**src/rtl/i2c_regfile_slave.sv**
```systemverilog
module i2c_regfile_slave #(
  parameter logic [5:0] DEV_HI = 6'b101000,
  parameter int SYNC = 2
) (
  input  logic       clk,
  input  logic       rst_n,
  input  logic       scl_i,
  input  logic       sda_i,
  input  logic       a0_i,
  output logic       sda_pull_o,
  output logic [7:0] reg_addr_o,
  output logic [7:0] reg_wdata_o,
  output logic       reg_we_o,
  output logic       reg_re_o,
  input  logic [7:0] reg_rdata_i
);

  typedef enum logic [3:0] {
    S_IDLE, S_DEV, S_DEV_ACK, S_PTR, S_PTR_ACK, S_WR, S_WR_ACK, S_TX, S_MACK
  } st_t;

  logic [SYNC:0] scl_q, sda_q;
  st_t        st;
  logic [7:0] sh, ptr;
  logic [3:0] cnt;
  logic       rw, nack, pull;

  wire scl_s = scl_q[SYNC-1];
  wire scl_p = scl_q[SYNC];
  wire sda_s = sda_q[SYNC-1];
  wire sda_p = sda_q[SYNC];

  wire scl_rise = scl_s & ~scl_p;
  wire scl_fall = ~scl_s & scl_p;
  wire start_c  = scl_s & scl_p & sda_p & ~sda_s;
  wire stop_c   = scl_s & scl_p & ~sda_p & sda_s;
  wire quiet    = ~start_c & ~stop_c;

  wire load = quiet & scl_fall &
              ((st == S_DEV_ACK && rw) || (st == S_MACK && !nack));

  assign reg_re_o    = load;
  assign reg_we_o    = quiet & scl_fall & (st == S_WR) & (cnt == 4'd8);
  assign reg_addr_o  = ptr;
  assign reg_wdata_o = sh;
  assign sda_pull_o  = pull;

  always_ff @(posedge clk) begin
    if (!rst_n) begin
      scl_q <= '1;
      sda_q <= '1;
    end else begin
      scl_q <= {scl_q[SYNC-1:0], scl_i};
      sda_q <= {sda_q[SYNC-1:0], sda_i};
    end
  end

  always_ff @(posedge clk) begin
    if (!rst_n) begin
      st   <= S_IDLE;
      sh   <= '0;
      ptr  <= '0;
      cnt  <= '0;
      rw   <= 1'b0;
      nack <= 1'b1;
      pull <= 1'b0;
    end else if (start_c) begin
      st   <= S_DEV;
      cnt  <= '0;
      pull <= 1'b0;
    end else if (stop_c) begin
      st   <= S_IDLE;
      pull <= 1'b0;
    end else if (scl_rise) begin
      if (st == S_DEV || st == S_PTR || st == S_WR) begin
        sh  <= {sh[6:0], sda_s};
        cnt <= cnt + 4'd1;
      end else if (st == S_MACK) begin
        nack <= sda_s;
      end
    end else if (scl_fall) begin
      if (load) begin
        sh   <= reg_rdata_i;
        pull <= ~reg_rdata_i[7];
        ptr  <= ptr + 8'd1;
        cnt  <= 4'd1;
        st   <= S_TX;
      end else begin
        case (st)
          S_DEV: if (cnt == 4'd8) begin
            if (sh[7:1] == {DEV_HI, a0_i}) begin
              rw   <= sh[0];
              pull <= 1'b1;
              st   <= S_DEV_ACK;
            end else begin
              st <= S_IDLE;
            end
          end
          S_PTR: if (cnt == 4'd8) begin
            ptr  <= sh;
            pull <= 1'b1;
            st   <= S_PTR_ACK;
          end
          S_WR: if (cnt == 4'd8) begin
            ptr  <= ptr + 8'd1;
            pull <= 1'b1;
            st   <= S_WR_ACK;
          end
          S_DEV_ACK: begin
            pull <= 1'b0;
            cnt  <= '0;
            st   <= S_PTR;
          end
          S_PTR_ACK, S_WR_ACK: begin
            pull <= 1'b0;
            cnt  <= '0;
            st   <= S_WR;
          end
          S_TX: if (cnt == 4'd8) begin
            pull <= 1'b0;
            st   <= S_MACK;
          end else begin
            pull <= ~sh[6];
            sh   <= {sh[6:0], 1'b0};
            cnt  <= cnt + 4'd1;
          end
          S_MACK: st <= S_IDLE;
          default: st <= S_IDLE;
        endcase
      end
    end
  end

endmodule


```
**config.mk**
```make
export PLATFORM = sky130hd
export DESIGN_NAME = i2c_regfile_slave
export DESIGN_NICKNAME = d
export VERILOG_FILES = /design/src/rtl/i2c_regfile_slave.sv
export SDC_FILE = /design/constraint.sdc
export NUM_CORES = 1
export LEC_CHECK = 0
export CORE_UTILIZATION = 45
export CTS_CLUSTER_SIZE = 30
export DETAILED_ROUTE_END_ITERATION = 16
export DONT_BUFFER_PORTS = 1
export PLACE_DENSITY_LB_ADDON = 0.15
export REMOVE_ABC_BUFFERS = 1
export SLEW_MARGIN = 30
export SYNTH_ARGS = -nofsm -noshare
export SYNTH_HDL_FRONTEND = slang
export SYNTH_SLANG_ARGS = --single-unit
```
**constraint.sdc**
```tcl
create_clock -name clk -period 2.5 [get_ports clk]
set_clock_uncertainty 0.1 [all_clocks]
set_input_delay 0.375 -clock clk [delete_from_list [all_inputs] [get_ports clk]]
set_output_delay 0.375 -clock clk [all_outputs]
set_load 0.005 [all_outputs]
```
# Yosys cells after proc, flatten, opt, wreduce, memory -nomap -nowiden

Cells that the tools add are included.

Add/subtract/negate cells: 2
Equal/unequal tests: 24
Multiplexer cells: 33
Bitwise operators: 24
Reduce and logical (&&, ||, !) cells: 25

Operator list:

| cell                  | number |
|---|---|
| $mux W8               | 9 |
| $mux W4               | 10 |
| $pmux W4 S6           | 1 |
| $reduce_and A6 Y1     | 4 |
| $eq A4 B3 Y1 const B  | 4 |
| $pmux W8 S2           | 1 |
| $ne A5 B5 Y1 const B  | 3 |
| $and A1 B1 Y1         | 12 |
| $ne A3 B3 Y1 const B  | 4 |
| $not A1 Y1            | 12 |
| $reduce_and A5 Y1     | 2 |
| $mux W1               | 9 |
| $reduce_bool A3 Y1    | 3 |
| $add A8 B1 Y8 const B | 1 |
| $eq A4 B2 Y1 const B  | 2 |
| $eq A4 B4 Y1 const B  | 2 |
| $pmux W4 S2           | 1 |
| $reduce_and A8 Y1     | 1 |
| $eq A7 B7 Y1          | 1 |
| $reduce_and A7 Y1     | 1 |
| $ne A3 B1 Y1 const B  | 2 |
| $ne A3 B2 Y1 const B  | 2 |
| $reduce_or A2 Y1      | 3 |
| $reduce_or A3 Y1      | 2 |
| other kinds (13)      | 16 |

Bits in registers: 33
Bits of input ports: 13
Output and inout bits: 19
Word-level logic and storage cells: 118

# Depth between registers and ports, before layout

Word-level depth: 12
Mapped depth: 8

# Least setup slack after synthesis

OpenSTA, ideal clock, no wires.

Kind: reg2reg
Start point: reg cnt[0]
End point: reg cnt[2]
Library setup time: 0.072 ns
Data arrival time: 1.765 ns
Required time: 2.328 ns
Path slack: 0.563 ns
Stages on the path, launching flop included: 8
Path buffers: 0
Period minus slack after synthesis: 1.937 ns
Path through: dfxtp_1 > inv_1 > ha_1 > nand3b_1 > a41oi_1 > a31o_2 > or4b_1 > a21oi_1

Word-level cells in the longest chain between the ends: 6
Elaborated cells between the ends (all ways): 10
Classes of those cells: add/sub: 1; eq/ne: 2; mux: 6; reduce/logical: 1

Ends and longest elaborated chain:

| item                   | RTL line | text |
|---|---|---|
| start, declared        | 25       | `logic [3:0] cnt;` |
| start signal, assigned | 77       | `cnt <= cnt + 4'd1;` |
| start signal, assigned | 125      | `cnt <= cnt + 4'd1;` |
| $add A4 B1 Y4          | 77, 125  |  |
| $mux W4                | 119      | `S_TX: if (cnt == 4'd8) begin` |
| $pmux W4 S2            | 89       | `case (st)` |
| $mux W4                | 82       | `if (load) begin` |
| $mux W4                | 81       | `end else if (scl_fall) begin` |
| $mux W4                | 74       | `end else if (scl_rise) begin` |

Parallel ways exist; a longest one is shown, timed or not. The select of a mux whose other input is x is not followed.
A chain may end at the register's enable or synchronous reset.

# Worst setup path in the final report

Start point: reg st[1]
End point: reg cnt[2]

Word-level cells in the longest chain between the ends: 7
Elaborated cells between the ends (all ways): 23
Classes of those cells: eq/ne: 10; mux: 4; bitwise: 1; reduce/logical: 8

Ends and longest elaborated chain:

| item                                                 | RTL line | text |
|---|---|---|
| start, declared                                      | 23       | `st_t st;` |
| start signal, assigned                               | 60       | `st <= S_IDLE;` |
| start signal, assigned                               | 68       | `st <= S_DEV;` |
| start signal, assigned                               | 72       | `st <= S_IDLE;` |
| branches (longest 7 deep; another with $eq A4 B2 Y1) | --       |  |

Parallel ways; which one is timed is not known. The select of a mux whose other input is x is not followed.

==> flow_metrics.env <==
export IMPL_setup_violations=0
export IMPL_drt_total_wl_mm=4.42
export IMPL_cts_hold_buffers=0
export IMPL_ff2ff_path_depth=5
export IMPL_die_area_mm2=0.00425
export IMPL_cts_sinks=33
export IMPL_fill_cells=399
export IMPL_fp_dieH_um=65.2
export IMPL_start_util=0.480
export IMPL_final_cells=276
export IMPL_cts_buffers=5
export IMPL_detail_route_antenna_nets=0
export IMPL_power_density_mw_per_mm2=498
export IMPL_cp_arrival_ps=2400
export IMPL_rsz0062_at_grt="no"
export IMPL_postSynthCellCount=224
export IMPL_drtIter0Drc=87
export IMPL_slew_violations=0
export IMPL_cap_violations=0
export IMPL_yosysSeqAreaShare=0.367
export IMPL_critPathMaxFanout=14
export IMPL_cts_root_buf="clkbuf_8"
export IMPL_multiInputGateArea_mm2=0.00107
export IMPL_synthTopCellsByArea="dfxtp_1 (37%), nand2_1 (7.5%), mux2i_1 (5.0%)"
export IMPL_dp_cells=268
export IMPL_synth_distinct_cells=45
export IMPL_core_area_mm2=0.00374
export IMPL_postCtsSetupBuffers=0
export IMPL_diodes=0
export IMPL_synthFlopType="dfxtp_1"
export IMPL_rrSetupSlack_ps=210
export IMPL_vias=1671
export IMPL_yosys_warnings=0
export IMPL_dpl_worst_slack_ps=241
export IMPL_outcome="completed"
export IMPL_clkTransAtPathRegs_ps=70
export IMPL_synth_edf_count=0
export IMPL_cts_tree="yes"
export IMPL_cts_resized=0
export IMPL_clk_latency_ps=280
export IMPL_final_util=0.518
export IMPL_synthAdderAreaFrac=0.0209
export IMPL_endpoint_kind="register"
export IMPL_synth_top_area_frac=0.367
export IMPL_synth_top_family_by_area="simple AND/OR/NAND/NOR gates"
export IMPL_max_freq_ghz=0.437
export IMPL_grt_total_usage=0.222
export IMPL_routedWlPerCell_um=16.0
export IMPL_post_drt_via_cell_ratio=6.05
export IMPL_ios=32
export IMPL_die_w_um=65.2
export IMPL_clockBufferDepth=2
export IMPL_timing_final_ws_setup_ps=214
export IMPL_yosys_area_share_xor_xnor=0.0146
export IMPL_layout_nets=243
export IMPL_crit_type="register to register"
export IMPL_holdPathStages=1
export IMPL_seqCellArea_um2=661
export IMPL_layout_commonest_cell="nand2_1"
export IMPL_hold_viol_final=0
export IMPL_synth_compound_area_frac=0.228
export IMPL_syn_to_final_growth_pct=7.93
export IMPL_r2r_end="cnt[2]"
export IMPL_drive_above_1_share=0.0921
export IMPL_period_needed_ps=2290
export IMPL_whs_endpoint="nack"
export IMPL_yosysTopAreaCell="dfxtp_1"
export IMPL_synth_seq_cells=33
export IMPL_finalCritPeriodShare=0.914
export IMPL_hp_class="input pin to register"
export IMPL_grt_pass1_wl_mm=7.31
export IMPL_min_from="rst_n"
export IMPL_synthSimpleGateAreaFrac=0.279
export IMPL_fin_setup_tns_ps=0
export IMPL_worstSetupStartpointType="register"
export IMPL_first_global_vias=1600
export IMPL_tightest_slew_ps=508
export IMPL_portBuffers=0
export IMPL_drt_pass1_iterations=5
export IMPL_ir_drop_v=0.000277
export IMPL_grt_max_degree=20
export IMPL_cts_htree_levels=2
export IMPL_relSlewSlack=0.658
export IMPL_cp_required_ps=2610
export IMPL_grt_ovfl_total=0
export IMPL_synthMuxAreaShare=0.0501
export IMPL_drc_errors=0
export IMPL_syn_area_mm2=0.00180
export IMPL_gp_congestion=0.890
export IMPL_r2r_start="st[1]"
export IMPL_synth_async_reset_ratio=0
export IMPL_final_cell_mix="nand2_1 (36), dfxtp_1 (33), nor2_1 (22)"
export IMPL_avgSynthCellArea_um2=8.03
export IMPL_grt_antenna_before_repair=0
export IMPL_fp_row_count=22
export IMPL_leakagePower_uw=0.000625
export IMPL_dp_hpwl_mm=3.15
synth_stat cells, drive strengths merged (2+ instances only):
cell and number:
a211oi 3, nand3b 3, buf 7, a311oi 8, or4 2, ha 3, nand2 36, or3 2
inv 4, nor3b 2, nand2b 7, nand3 6, nor3 4, dfxtp 33, nor2 22, o31ai 2
a21oi 17, xnor2 3, o21ai 14, or2 2, mux2i 9, a31oi 5, nor2b 4, o22ai 6
nor4b 2, clkbuf 4
layout make-up:
| class | instances | area share |
|---|---|---|
| tap | 48 | 0.0309 |
| timing repair buffer | 7 | 0.0271 |
| sequential | 33 | 0.340 |
| inverter | 5 | 0.00967 |
| multi-input combinational | 175 | 0.549 |
| clock inverter | 2 | 0.00516 |
| clock buffer | 6 | 0.0374 |
worst max-delay path, stage by stage (launching register included):
cell and delay, ps:
dfxtp_1 630, nor2_1 190, or3_1 380, a31o_2 310, or4b_1 470, a21oi_1 140
routing by layer:
layer  GRT usage  vias up  wire length [um]
met5           0        -                 0
met4      0.0842        0                74
met3      0.0556        7               321
met2       0.366       58              2020
met1       0.275      788              2000
li1            -      818                 -
cell families (layout without fill, tap and decap cells):
group                    Yosys count  after routing
XOR/XNOR                           3              3
multiplexers                       9              9
buffers and inverters             16             20
flip-flops                        33             33
AO/OA/AOI/OAI                     62             62
adder cells (fa/ha/maj)            3              3
AND/OR/NAND/NOR                   98             98
registers in the layout, indices dropped and copies added (netlist names):
name and flops:
rw 1, scl_q 3, sda_pull_o 1, nack 1
sda_q 3, reg_addr_o 8, cnt 4, st 4
reg_wdata_o 8
where the power goes:
group / total, uW / internal [uW] / switching [uW]
combinational: 37.2 / 15.3 / 21.9
sequential: 542 / 532 / 9.54
clock: 387 / 193 / 195
total: 966 / 740 / 226
through the flow:
| step | total power (uW) | hold WS [ps] | area [um2] |
|---|---|---|---|
| after floorplan | 579 | 286 | 1750 |
| after global routing | 1000 | 51.9 | 1940 |
| after detailed placement | 590 | 294 | 1860 |
| after global placement | 589 | 295 | 1860 |
| after CTS | 972 | 49.1 | 1940 |
| final | 966 | 55.6 | 1940 |
how the worst max path moves through the flow:
stage,from,slack (ps),cells after the start,to
after detailed placement,st[1],240,5,cnt[2]
after floorplan,st[2],240,6,rw
after CTS,st[1],240,5,cnt[2]
final,st[1],210,5,cnt[2]
after global routing,st[1],100,5,cnt[2]
after global placement,st[1],380,5,cnt[2]
No activity file was read; power rests on OpenSTA's default activity.
